**src/rtl/apg_pkg.sv**
```systemverilog
package apg_pkg;
  localparam int unsigned ADDR_W      = 4;
  localparam int unsigned REG_W       = 32;
  localparam int unsigned ADDR_CTRL   = 0;
  localparam int unsigned ADDR_MASK   = 1;
  localparam int unsigned ADDR_EVENT  = 2;
  localparam int unsigned ADDR_PRESC  = 3;
  localparam int unsigned ADDR_ALM0   = 4;  // alarm a: low at 4+2a, high at 5+2a
  localparam int unsigned ADDR_IVL0   = 8;  // interval of channel i at 8+i
  localparam int unsigned MAX_ALARMS  = 2;
  localparam int unsigned ALM_EVT_LSB = 16; // alarm a sets bit 16+a
  localparam int unsigned PLS_EVT_MSB = 7;  // channel i sets bit 7-i
  localparam int unsigned WIDTH_W     = 5;

  typedef enum logic [1:0] {
    CH_OFF   = 2'd0,
    CH_ARMED = 2'd1,
    CH_RUN   = 2'd2
  } apg_state_e;
endpackage

```
**src/rtl/apg_alarm.sv**
```systemverilog
module apg_alarm #(
  parameter int unsigned TIME_W = 64
) (
  input  logic                clk,
  input  logic                rst_n,
  input  logic                wr_lo,
  input  logic                wr_hi,
  input  logic [TIME_W/2-1:0] wr_data,
  input  logic [TIME_W-1:0]   cur_time,
  output logic                fire
);
  localparam int unsigned HALF_W = TIME_W / 2;

  logic [HALF_W-1:0] hold_q, hold_d;
  logic [TIME_W-1:0] cmp_q, cmp_d;
  logic              armed_q, armed_d;

  assign fire = armed_q && (cur_time >= cmp_q);

  always_comb begin
    hold_d  = hold_q;
    cmp_d   = cmp_q;
    armed_d = armed_q;
    if (fire) armed_d = 1'b0;
    if (wr_lo) hold_d = wr_data;
    if (wr_hi) begin
      cmp_d   = {wr_data, hold_q};
      armed_d = 1'b1;
    end
  end

  always_ff @(posedge clk or negedge rst_n) begin
    if (!rst_n) begin
      hold_q  <= '1;
      cmp_q   <= '1;
      armed_q <= 1'b1;
    end else begin
      hold_q  <= hold_d;
      cmp_q   <= cmp_d;
      armed_q <= armed_d;
    end
  end
endmodule

```
**src/rtl/apg_chan.sv**
```systemverilog
module apg_chan
  import apg_pkg::*;
#(
  parameter int unsigned IVL_W   = 32,
  parameter int unsigned TICK_W  = 10,
  parameter int unsigned PRESC_W = 8
) (
  input  logic               clk,
  input  logic               rst_n,
  input  logic               dis,
  input  logic               gate,
  input  logic [WIDTH_W-1:0] width,
  input  logic               start,
  input  logic [IVL_W-1:0]   interval,
  input  logic [TICK_W-1:0]  tick,
  input  logic [PRESC_W-1:0] presc,
  output logic               fire,
  output logic               pulse
);
  apg_state_e         st_q, st_d;
  logic [IVL_W-1:0]   cnt_q, cnt_d;
  logic               out_q, out_d;
  logic [WIDTH_W-1:0] wleft_q, wleft_d;
  logic [PRESC_W-1:0] pcnt_q, pcnt_d;
  logic [IVL_W-1:0]   step;
  logic [PRESC_W-1:0] pload;

  assign step  = {{(IVL_W-TICK_W){1'b0}}, tick};
  assign pload = (presc == '0) ? '0 : presc - 1'b1;
  assign pulse = out_q;

  always_comb begin
    st_d    = st_q;
    cnt_d   = cnt_q;
    out_d   = out_q;
    wleft_d = wleft_q;
    pcnt_d  = pcnt_q;
    fire    = 1'b0;
    if (dis) begin
      st_d    = CH_OFF;
      out_d   = 1'b0;
      wleft_d = '0;
      pcnt_d  = '0;
    end else begin
      unique case (st_q)
        CH_OFF: st_d = CH_ARMED;
        CH_ARMED: begin
          if (start) begin
            fire  = 1'b1;
            st_d  = CH_RUN;
            cnt_d = interval;
          end
        end
        CH_RUN: begin
          if (cnt_q < step) begin
            fire  = 1'b1;
            cnt_d = interval;
          end else begin
            cnt_d = cnt_q - step;
          end
        end
        default: st_d = CH_OFF;
      endcase
      if (fire) begin
        out_d   = (width != '0) && !gate;
        wleft_d = width;
        pcnt_d  = pload;
      end else if (out_q) begin
        if (pcnt_q == '0) begin
          pcnt_d  = pload;
          wleft_d = wleft_q - 1'b1;
          if (wleft_q == WIDTH_W'(1)) out_d = 1'b0;
        end else begin
          pcnt_d = pcnt_q - 1'b1;
        end
      end
    end
  end

  always_ff @(posedge clk or negedge rst_n) begin
    if (!rst_n) begin
      st_q    <= CH_OFF;
      cnt_q   <= '0;
      out_q   <= 1'b0;
      wleft_q <= '0;
      pcnt_q  <= '0;
    end else begin
      st_q    <= st_d;
      cnt_q   <= cnt_d;
      out_q   <= out_d;
      wleft_q <= wleft_d;
      pcnt_q  <= pcnt_d;
    end
  end
endmodule

```
**src/rtl/alarm_pulse_gen.sv**
```systemverilog
module alarm_pulse_gen
  import apg_pkg::*;
#(
  parameter int unsigned NUM_CH     = 3,
  parameter int unsigned NUM_ALARMS = 2,
  parameter int unsigned TICK_W     = 10,
  parameter int unsigned PRESC_W    = 8,
  parameter int unsigned PRESC_RST  = 2
) (
  input  logic                clk,
  input  logic                rst_n,
  input  logic [63:0]         cur_time,
  input  logic [TICK_W-1:0]   tick_ns,
  input  logic                wr_en,
  input  logic [ADDR_W-1:0]   wr_addr,
  input  logic [REG_W-1:0]    wr_data,
  output logic [NUM_CH-1:0]   pulse_out,
  output logic [REG_W-1:0]    event_flags,
  output logic                irq
);
  localparam int unsigned CTRL_W = NUM_CH * 8;
  localparam int unsigned IVL_W  = REG_W;

  function automatic logic [CTRL_W-1:0] ctrl_reset();
    logic [CTRL_W-1:0] v;
    v = '0;
    for (int c = 0; c < NUM_CH; c++) v[8*c+7] = 1'b1;
    return v;
  endfunction

  logic [CTRL_W-1:0]     ctrl_q, ctrl_d;
  logic [REG_W-1:0]      mask_q, mask_d;
  logic [REG_W-1:0]      ev_q, ev_d;
  logic [REG_W-1:0]      ev_clr, ev_set;
  logic [PRESC_W-1:0]    presc_q, presc_d;
  logic [IVL_W-1:0]      ivl_q [NUM_CH];
  logic [IVL_W-1:0]      ivl_d [NUM_CH];
  logic [MAX_ALARMS-1:0] alarm_fire;
  logic [NUM_CH-1:0]     ch_fire;
  logic [NUM_CH-1:0]     ch_dis;

  always_comb begin
    ctrl_d  = ctrl_q;
    mask_d  = mask_q;
    presc_d = presc_q;
    ev_clr  = '0;
    for (int c = 0; c < NUM_CH; c++) ivl_d[c] = ivl_q[c];
    if (wr_en) begin
      if (wr_addr == ADDR_W'(ADDR_CTRL))  ctrl_d  = wr_data[CTRL_W-1:0];
      if (wr_addr == ADDR_W'(ADDR_MASK))  mask_d  = wr_data;
      if (wr_addr == ADDR_W'(ADDR_EVENT)) ev_clr  = wr_data;
      if (wr_addr == ADDR_W'(ADDR_PRESC)) presc_d = wr_data[PRESC_W-1:0];
      for (int c = 0; c < NUM_CH; c++)
        if (wr_addr == ADDR_W'(ADDR_IVL0 + c)) ivl_d[c] = wr_data;
    end
  end

  always_comb begin
    ev_set = '0;
    for (int a = 0; a < MAX_ALARMS; a++) ev_set[ALM_EVT_LSB+a] = alarm_fire[a];
    for (int c = 0; c < NUM_CH; c++)     ev_set[PLS_EVT_MSB-c] = ch_fire[c];
    ev_d = (ev_q & ~ev_clr) | ev_set;
  end

  always_ff @(posedge clk or negedge rst_n) begin
    if (!rst_n) begin
      ctrl_q  <= ctrl_reset();
      mask_q  <= '0;
      ev_q    <= '0;
      presc_q <= PRESC_W'(PRESC_RST);
      for (int c = 0; c < NUM_CH; c++) ivl_q[c] <= '1;
    end else begin
      ctrl_q  <= ctrl_d;
      mask_q  <= mask_d;
      ev_q    <= ev_d;
      presc_q <= presc_d;
      for (int c = 0; c < NUM_CH; c++) ivl_q[c] <= ivl_d[c];
    end
  end

  for (genvar a = 0; a < MAX_ALARMS; a++) begin : g_alarm
    if (a < NUM_ALARMS) begin : g_on
      apg_alarm #(.TIME_W(64)) u_alarm (
        .clk      (clk),
        .rst_n    (rst_n),
        .wr_lo    (wr_en && (wr_addr == ADDR_W'(ADDR_ALM0 + 2*a))),
        .wr_hi    (wr_en && (wr_addr == ADDR_W'(ADDR_ALM0 + 2*a + 1))),
        .wr_data  (wr_data),
        .cur_time (cur_time),
        .fire     (alarm_fire[a])
      );
    end else begin : g_off
      assign alarm_fire[a] = 1'b0;
    end
  end

  for (genvar c = 0; c < NUM_CH; c++) begin : g_ch
    logic start;
    assign ch_dis[c] = ctrl_q[8*c+7];
    assign start     = ctrl_q[8*c+5] ? alarm_fire[1] : alarm_fire[0];
    apg_chan #(
      .IVL_W   (IVL_W),
      .TICK_W  (TICK_W),
      .PRESC_W (PRESC_W)
    ) u_chan (
      .clk      (clk),
      .rst_n    (rst_n),
      .dis      (ch_dis[c]),
      .gate     (ctrl_q[8*c+6]),
      .width    (ctrl_q[8*c +: WIDTH_W]),
      .start    (start),
      .interval (ivl_q[c]),
      .tick     (tick_ns),
      .presc    (presc_q),
      .fire     (ch_fire[c]),
      .pulse    (pulse_out[c])
    );
  end

  assign event_flags = ev_q;
  assign irq         = |(ev_q & mask_q);
endmodule

```
**config.mk**
```make
export PLATFORM = sky130hd
export DESIGN_NAME = alarm_pulse_gen
export DESIGN_NICKNAME = d
export VERILOG_FILES = /design/src/rtl/apg_pkg.sv /design/src/rtl/apg_alarm.sv /design/src/rtl/apg_chan.sv /design/src/rtl/alarm_pulse_gen.sv
export SDC_FILE = /design/constraint.sdc
export NUM_CORES = 1
export LEC_CHECK = 0
export BUFFER_PORTS_ARGS = -buffer_cell sky130_fd_sc_hd__buf_2
export CAP_MARGIN = 40
export CORE_ASPECT_RATIO = 1.2
export CORE_MARGIN = 2
export CORE_UTILIZATION = 50
export CTS_CLUSTER_SIZE = 40
export DETAILED_ROUTE_END_ITERATION = 8
export PLACE_DENSITY = 0.71
export SETUP_SLACK_MARGIN = 0.2
export SYNTH_ARGS = -nofsm -noshare
export SYNTH_HDL_FRONTEND = slang
export SYNTH_HIERARCHICAL = 1
export SYNTH_SLANG_ARGS = --single-unit
```
**constraint.sdc**
```tcl
create_clock -name clk -period 5.2 [get_ports clk]
set_input_delay 1.04 -clock clk [delete_from_list [all_inputs] [get_ports clk]]
set_output_delay 1.04 -clock clk [all_outputs]
set_load 0.02 [all_outputs]
```
Yosys cells after proc, flatten, opt, wreduce, memory -nomap -nowiden

Index checks and enable logic that the tools add are counted.

Register bits after elaboration: 530
Input port bits: 113
Output and inout bits: 36
Logic and storage cells: 210

$add $sub $neg: 10
Order comparisons: 5
Eq/ne operators: 28
Mux-type cells: 82
Bitwise operators: 7
Reductions and logical operators: 50

Operators by type and width:

| cell                                                               | number |
|---|---|
| 32-bit two-way mux                                                 | 8 |
| 32-bit case mux with 2 select lines                                | 3 |
| 64-bit >= comparator                                               | 2 |
| 8-bit two-way mux                                                  | 13 |
| 32-bit by 10-bit < comparator with 1-bit output                    | 3 |
| 32-bit by 10-bit subtractor with 32-bit output                     | 3 |
| 32-bit bitwise AND                                                 | 2 |
| 5-bit two-way mux                                                  | 12 |
| 1-bit two-way mux                                                  | 34 |
| 8-bit zero test                                                    | 4 |
| 32-bit inverter                                                    | 1 |
| 32-bit by 18-bit OR with 32-bit output                             | 1 |
| 32-bit OR reduction                                                | 1 |
| 8-bit by 1-bit subtractor with 8-bit output, second input constant | 4 |
| 2-bit AND reduction                                                | 12 |
| 2-bit case mux with 3 select lines                                 | 3 |
| 3-bit nonzero test                                                 | 6 |
| 4-bit by 3-bit == test with 1-bit output, second input constant    | 4 |
| 5-bit by 1-bit == test with 1-bit output, second input constant    | 3 |
| 5-bit nonzero test                                                 | 3 |
| 5-bit by 1-bit subtractor with 5-bit output, second input constant | 3 |
| 4-bit == test, second input constant                               | 3 |
| 2-bit two-way mux                                                  | 6 |
| 2-bit != test, second input constant                               | 6 |
| 13 further kinds                                                   | 42 |

Depth between registers and ports, before layout

Gate-level depths: netlist (run 1).

Depth after elaboration: 8
Depth in mapped cells: 16
Mapped depth without buffers: 15

By module

The synthesis (run 1) kept the hierarchy.

Modules (own cells, without submodules):

| module                        | times used | cells an instance | area an instance (sq um) | sequential area each (sq um) |
|---|---|---|---|---|
| apg_alarm                     | 2          | 502               | 5201.2                   | 2548.7 |
| apg_chan (g_ch[0].u_chan ...) | 2          | 483               | 3807.4                   | 1201.2 |
| alarm_pulse_gen               | 1          | 452               | 7414.6                   | 4929.7 |
| apg_chan (g_ch[2].u_chan)     | 1          | 465               | 3727.3                   | 1201.2 |

Least setup slack after synthesis (run 1)

Ideal clock, no wire load.

Kind: input port to flip-flop
Start: input port cur_time[0]
End: register g_ch[2].u_chan.cnt_q[30]
Library setup time: 131 ps
Data arrival time: 4029 ps
Setup slack: 1040 ps
Cell stages on the path: 16
Path buffers: 2
Path through: inv_1 ha_1 nand2b_1 a2111oi_0 o32a_1 a31oi_1 nor4_1 nor2b_1 mux2_2 nor2b_1 or2_2 clkbuf_1 clkbuf_1 nor4_1 a22oi_1 nand3_1

Cells in the longest elaborated chain, start to end: 5
Elaborated cells between the ends (all ways): 7

RTL lines:

| item                                 | RTL line               | RTL |
|---|---|---|
| from (decl)                          | alarm_pulse_gen.sv:12  | `input logic [63:0] cur_time,` |
| 64-bit >= comparator                 | apg_alarm.sv:18        | `assign fire = armed_q && (cur_time >= cmp_q);` |
| 1-bit logical AND                    | apg_alarm.sv:18        |  |
| net alarm_fire[0]                    | alarm_pulse_gen.sv:38  | `logic [MAX_ALARMS-1:0] alarm_fire;` |
| 1-bit two-way mux                    | alarm_pulse_gen.sv:100 | `assign start = ctrl_q[8*c+5] ? alarm_fire[1] : alarm_fire[0];` |
| net g_ch[2].start                    | alarm_pulse_gen.sv:98  | `logic start;` |
| 2-bit != test (no source line)       | --                     |  |
| 3-bit AND reduction (no source line) | --                     |  |
| to (signal assigned)                 | apg_chan.sv:89         | `cnt_q <= cnt_d;` |
| to (decl)                            | apg_chan.sv:21         | `logic [IVL_W-1:0] cnt_q, cnt_d;` |

The timed path passes the listed nets, and every way through them passes these cells.
A chain may end at the register's enable or synchronous reset.

Worst setup path after layout (run 1)

Start: register g_alarm[1].g_on.u_alarm.cmp_q[27]
End: register g_ch[2].u_chan.cnt_q[29]

Cells in the longest elaborated chain, start to end: 5

RTL lines:

| item                                 | RTL line               | RTL |
|---|---|---|
| from (decl)                          | apg_alarm.sv:15        | `logic [TIME_W-1:0] cmp_q, cmp_d;` |
| from (signal assigned)               | apg_alarm.sv:39        | `cmp_q <= cmp_d;` |
| 64-bit >= comparator                 | apg_alarm.sv:18        |  |
| 1-bit logical AND                    | apg_alarm.sv:18        |  |
| net alarm_fire[1]                    | alarm_pulse_gen.sv:38  |  |
| 1-bit two-way mux                    | alarm_pulse_gen.sv:100 |  |
| net g_ch[2].start                    | alarm_pulse_gen.sv:98  |  |
| 2-bit != test (no source line)       | --                     |  |
| 3-bit AND reduction (no source line) | --                     |  |

The timed path passes the listed nets, and every way through them passes these cells.

==> impl_metrics.ini, run 1 <==
[outcome]
status = complete, no violations

[logic_synthesis]
synth_common_cells = nand2_1 (312), dfstp_2 (294), dfrtp_1 (236)
seq_area_frac_synth = 0.467
synth_warnings = 6
synth_cell_type_count = 85
ys.flop_type = dfstp_2
synthTopCellsByArea = dfstp_2 (26%), dfrtp_1 (20%), ha_1 (8.1%)
yosysMostFrequentCell = nand2_1
yosys_register_bits = 530
synth.cell_area_mm2 = 0.0292
synth_area_leader_cell = dfstp_2
avgSynthCellArea_um2 = 10.1
synth_nets = 3191
synth_top_area_share = 0.265
synthArstFlopShare = 1.00
syn_inst = 2887
synth_edf_count = 0

[drt]
firstDrtPassIters = 5
route.detailed.drc = 0
num_vias = 23027
drtAntennaViolNets = 0
viasPerCell = 6.04
drt_iter0_drc = 1539
drt-wirelength-per-cell_um = 21.2
drt_wl_total_mm = 80.9

[critical_path]
worstSetupStartpointType = flip-flop
critPathRequiredTime_ns = 5.74
criticalPathCategory = reg2reg
r2r_setup_slack_ns = 0.55
path_max_fanout = 23
cp-end-kind = flip-flop
rr_startpoint = g_alarm[1].g_on.u_alarm/cmp_q[27]$_DFFE_PN1P_
worst_ep_arrival_time_ns = 5.19
r2r.worst_path.cells = 14
reg2reg_to = g_ch[2].u_chan/cnt_q[29]$_DFFE_PN0P_

[final_layout]
multi_input_area_mm2 = 0.0142
nets = 3324
syn_to_final_growth_pct = 12.2
ff_latch_area_mm2 = 0.0136
layout-drive-gt1-share = 0.277
nFillCells = 4911
finalInstanceArea_mm2 = 0.0327
final_cells = 3810

[global_route]
antenna_found_initial = 14
grtUsageTotal = 0.270
grt_max_degree = 115
grt_pass1_vias = 23321
gr-total-overflow = 0
grt_pass1_wl_mm = 128

[timing]
period_minus_slack_ns = 4.65
drv_slew = 0
tightest_slew_ns = 0.833
rsz0062_at_grt = false
finalCritPeriodShare = 0.895
fin_ws_ns = 0.548
report.final.hold_viol_count = 0
fmax_mhz = 215
finalSetupViolCount = 0
fin_worst_skew_ns = 0.0254
maxSlewHeadroom = 0.440
fin_worst_hold_slack_ns = 0.463

[die]
initial_core_util = 0.508
die_y_um = 269
die_w_um = 224
fp-row-count = 96
pin_count = 149
core-area_mm2 = 0.0574
dieArea_mm2 = 0.0603

[power_and_ir_drop]
pwr-share-comb = 0.340
p_seq_frac = 0.401
ir_drop_mv = 0.267
clkPwrFrac = 0.259
power_uw = 16200
power.leakage_uw = 0.0140
p_int_uw = 10400
switching_share = 0.356
netSwitchingPower_uw = 5760
power.density_mw_per_mm2 = 495

[clock_tree]
clockRootBuffer = clkbuf_16
hold_buffers = 0
clock_latency_ns = 0.62
cts_resized = 0
cts_buffer_depth = 3
cts.sinks = 530
numCtsBuffers = 56
cts.reportedPaths.clkPinSlew_ns = 0.06
tritoncts = done
cts.htree.levels = 2
cts_setup_buffers = 0

[flow_run]
cap_violations = 0

[placed_design]
gp_congestion = 0.887
dpl_cell_area_mm2 = 0.0308
dp_slack_ns = -0.0976
dpl.hpwl_mm = 57.3
io_buffers = 148
dp_cells = 3697

[min_path]
hp-class = in2async
-- power by group through the flow --
stage	logic [uW]	registers (uW)	clock network, uW
4_1_cts	5460	6470	4290
2_1_floorplan	4090	6230	0
3_3_place_gp	5170	6470	0
5_1_grt	6130	6640	4480
3_5_place_dp	5420	6530	0
6_report	5500	6490	4190
-- per-stage QoR --
stage	utilization	setup TNS (ns)
5_1_grt	0.570	0
6_report	0.570	0
3_5_place_dp	0.536	-0.380
2_1_floorplan	-	0
4_1_cts	0.570	0
3_3_place_gp	0.535	-0.616
-- flip-flops by register name, summed over array words and instances (netlist names) --
register and flops:
g_alarm.g_on.u_alarm/hold_q 64, mask_q 32, ivl_q 96, ctrl_q 24, g_ch.u_chan/pulse 3, g_alarm.g_on.u_alarm/cmp_q 128, g_alarm.g_on.u_alarm/armed_q 2, g_ch.u_chan/cnt_q 96
g_ch.u_chan/pcnt_q 24, presc_q 8, g_ch.u_chan/wleft_q 15, g_ch.u_chan/st_q 6, event_flags 32
-- critical path, cell delays in order, from the launching register on --
cell and delay (ns):
dfstp_2 0.51, inv_1 0.06, ha_1 0.31, nand4_1 0.23, nor4_1 0.40, nand4_1 0.27, a31oi_1 0.47, nor4_1 0.17
nor2b_1 0.28, mux2_2 0.28, nor2b_1 0.08, or2_2 0.49, or3_1 0.51, or4_1 0.42, nand3_1 0.10
-- kinds of logic (layout without fill, tap and decap cells) --
group                      Yosys count  count (layout)  share of synthesized area
and+or+nand+nor                    877             877                      0.151
AOI/OAI and AO/OA                  653             653                      0.142
DFF                                530             530                      0.467
buffers and inverters              343             522                     0.0484
muxes                              249             249                     0.0955
adders and majority gates          191             191                     0.0827
xor gates and xnor gates            44              44                     0.0132
other                                0               9                          0
-- layout by cell type (no fill, tap or decap), types with 34 or more instances in the layout --
master,n
nor4_1,34
nor2_1,176
buf_4,43
a21oi_1,146
nand3_1,84
inv_1,217
nor3_1,54
ha_1,188
mux2_1,34
dfrtp_1,236
o21ai_0,204
buf_2,147
clkbuf_16,57
dfstp_2,294
mux2_2,199
a31oi_1,46
nand2_1,312
-- layer usage --
layer	GRT usage	wire, um
met1	0.333	32700
met2	0.463	39600
met3	0.0388	4450
met4	0.138	4180
met5	0	52
-- worst max-delay path by stage --
stage | startpoint | endpoint | slack (ns) | cells after the start
6_report | g_alarm[1].g_on.u_alarm/cmp_q[27]$_DFFE_PN1P_ | g_ch[2].u_chan/cnt_q[29]$_DFFE_PN0P_ | 0.55 | 14
5_1_grt | g_alarm[1].g_on.u_alarm/cmp_q[27]$_DFFE_PN1P_ | g_ch[2].u_chan/cnt_q[21]$_DFFE_PN0P_ | 0.35 | 14
4_1_cts | g_alarm[1].g_on.u_alarm/cmp_q[27]$_DFFE_PN1P_ | g_ch[2].u_chan/cnt_q[29]$_DFFE_PN0P_ | 0.47 | 14
3_5_place_dp | cur_time[25] | g_ch[2].u_chan/cnt_q[29]$_DFFE_PN0P_ | -0.1 | 14
3_3_place_gp | cur_time[25] | g_ch[0].u_chan/cnt_q[14]$_DFFE_PN0P_ | -0.08 | 14
2_1_floorplan | cur_time[0] | g_ch[2].u_chan/cnt_q[30]$_DFFE_PN0P_ | 1.04 | 16
-- layout make-up --
cell class                 count  area share
multi-input combinational   2014       0.433
sequential                   530       0.417
clock buffer                  84      0.0510
timing repair buffer         201      0.0376
tap                          735      0.0281
inverter                     217      0.0249
clock inverter                20     0.00822
antenna                        9    0.000688
No activity file was read; power rests on OpenSTA's default activity.
==> run 2: changes to the inputs <==
- CELL_PAD_IN_SITES_DETAIL_PLACEMENT: not set -> 1
- CELL_PAD_IN_SITES_GLOBAL_PLACEMENT: not set -> 1
- PLACE_DENSITY: 0.71 -> 0.86
==> run 2 against run 1 <==
Effect of this change: critical path depth did not move; sequential share of layout area down 0.067 points; sequential power is 2% higher; sequential cell count did not move; final area grew 0.16%.
==> impl_metrics.ini, run 2 (synthesis gave the netlist of run 1 again) <==
[power_and_ir_drop]
power.density_mw_per_mm2 = 513
power.leakage_uw = 0.0141
ir_drop_mv = 0.357
power_uw = 16800

[critical_path]
critPathTopFamily = simple AND/OR/NAND/NOR gates
cp-end-kind = flip-flop
critical_path_buf_inv_count = 2
cp_common_cell = nor2b_1
worstSetupStartpointType = flip-flop
critPathRequiredTime_ns = 5.73
slowest_stage = or3b_2
cpPeakStageDelay_ns = 0.68
worst_ep_arrival_time_ns = 5.50
criticalPathCategory = reg2reg
path_max_fanout = 20
crit_path_cell_trace = inv_1 > ha_1 > nand4_2 > nor4_2 > nand4_1 > a31oi_2 > nor4_1 > nor2b_1 > mux2_2 > nor2b_1 > or3b_2 > buf_4 > or4_1 > o211ai_1

[clock_tree]
cts_buffer_depth = 3
cts.reportedPaths.clkPinSlew_ns = 0.07
cts.htree.levels = 2
clock_latency_ns = 0.63
numCtsBuffers = 55
clockRootBuffer = clkbuf_16
tritoncts = done
cts.sinks = 530

[timing]
maxSlewHeadroom = 0.368
rsz0062_at_grt = false
finalSetupViolCount = 0
fmax_mhz = 201
drv_slew = 0
finalCritPeriodShare = 0.956
fin_worst_skew_ns = 0.0280
tightest_slew_ns = 0.940
period_minus_slack_ns = 4.97
report.final.hold_viol_count = 0

[drt]
num_vias = 23886
drtAntennaViolNets = 0
route.detailed.drc = 0
drt-wirelength-per-cell_um = 25.4
viasPerCell = 6.28
firstDrtPassIters = 5
drt_wl_total_mm = 96.4
drt_iter0_drc = 1473

[die]
initial_core_util = 0.508
fp-row-count = 96
core-area_mm2 = 0.0574
pin_count = 149
dieArea_mm2 = 0.0603
die_w_um = 224
die_y_um = 269

[final_layout]
post-route-util = 0.571
syn_to_final_growth_pct = 12.4
nets = 3321
layout_commonest_cell = nand2_1
nFillCells = 6265
layout-drive-gt1-share = 0.277
regMostFlops = g_alarm.g_on.u_alarm/cmp_q
largest_reg_flops = 128
final_cell_mix = nand2_1 (312), dfstp_2 (294), dfrtp_1 (236)
top_regs = g_alarm.g_on.u_alarm/cmp_q x128, g_ch.u_chan/cnt_q x96, ivl_q x96

[min_path]
hp-class = reg2reg

[global_route]
grtUsageTotal = 0.321
antenna_found_initial = 11
grt_pass1_vias = 26350
gr-total-overflow = 0
grt_max_degree = 112
grt_pass1_wl_mm = 150

[placed_design]
io_buffers = 148
dpl.hpwl_mm = 65.0
gp_congestion = 0.921

[outcome]
status = complete, no violations

[flow_run]
cap_violations = 0
[run 2: changes by cell type in the layout (fill, tap and decap cells not counted), sizes merged]
cell and delta:
clkinv -2, diode -5, clkinvlp +2, inv -3, bufinv +1, buf -2
[run 2: path summary, 6_finish.rpt]
| kind | startpoint | end | slack (ns) | cells past startpoint |
|---|---|---|---|---|
| max | g_alarm[0].g_on.u_alarm/cmp_q[62]$_DFFE_PN1P_ | g_ch[1].u_chan/cnt_q[17]$_DFFE_PN0P_ | 0.23 | 14 |
| min | g_alarm[1].g_on.u_alarm/hold_q[11]$_DFFE_PN1P_ | g_alarm[1].g_on.u_alarm/cmp_q[11]$_DFFE_PN1P_ | 0.49 | 2 |
| max reg2reg | g_alarm[0].g_on.u_alarm/cmp_q[62]$_DFFE_PN1P_ | g_ch[1].u_chan/cnt_q[17]$_DFFE_PN0P_ | 0.23 | 14 |
| min reg2reg | g_alarm[1].g_on.u_alarm/hold_q[11]$_DFFE_PN1P_ | g_alarm[1].g_on.u_alarm/cmp_q[11]$_DFFE_PN1P_ | 0.49 | 2 |
| max in group asynchronous | rst_n | g_alarm[1].g_on.u_alarm/cmp_q[46]$_DFFE_PN1P_ | 3.55 | 2 |
| min in group asynchronous | rst_n | g_ch[1].u_chan/cnt_q[3]$_DFFE_PN0P_ | 0.54 | 1 |
[run 2: stage by stage]
step	TNS (ns)	setup WS (ns)	hold slack (ns)	instances	instance area, um^2
global placement	-0.510	-0.0970	0.468	3691	30800
floorplan	0	1.04	0.450	2887	29200
global route	0	0.196	0.510	3800	32800
finish	0	0.229	0.486	3801	32800
CTS	0	0.320	0.494	3797	32800
detailed placement	-3.14	-0.276	0.478	3695	30800
[run 2: report_power, final]
group	internal (uW)	switching, uW	total (uW)
combinational	2340	3560	5890
clock	2580	1740	4310
sequential	5640	962	6600
[run 2: worst register-to-register path: cells and delay by family (launching register included)]
kind	cells	cell delay (ns)
and+or+nand+nor	8	2.87
DFF	1	0.52
muxes	1	0.27
adders and majority gates	1	0.34
buffers and inverters	2	0.32
AOI/OAI and AO/OA	2	0.57
[run 2: layout make-up]
cell class | count | area (um^2) | area share
multi-input cells | 2014 | 14200 | 0.433
flip-flops and latches | 530 | 13600 | 0.416
clock buffers | 84 | 1690 | 0.0515
repair buffers | 199 | 1260 | 0.0384
well taps | 735 | 920 | 0.0281
inverters | 217 | 815 | 0.0248
clock inverters | 18 | 274 | 0.00836
diodes | 4 | 10.0 | 0.000305
[run 2: what timing repair did]
action,in CTS,in global routing
pin swaps,0,0
setup endpoints to repair,3,1
setup buffers,0,0
hold buffers,0,0
resized for setup,1,1
[run 2: routing by layer]
layer | share of wire | global-route usage | vias up
met4 | 0.063 | 0.188 | 2
li1 | - | - | 10543
met1 | 0.39 | 0.380 | 12308
met3 | 0.045 | 0.0420 | 304
met5 | 0.000093 | 0 | -
met2 | 0.50 | 0.562 | 729
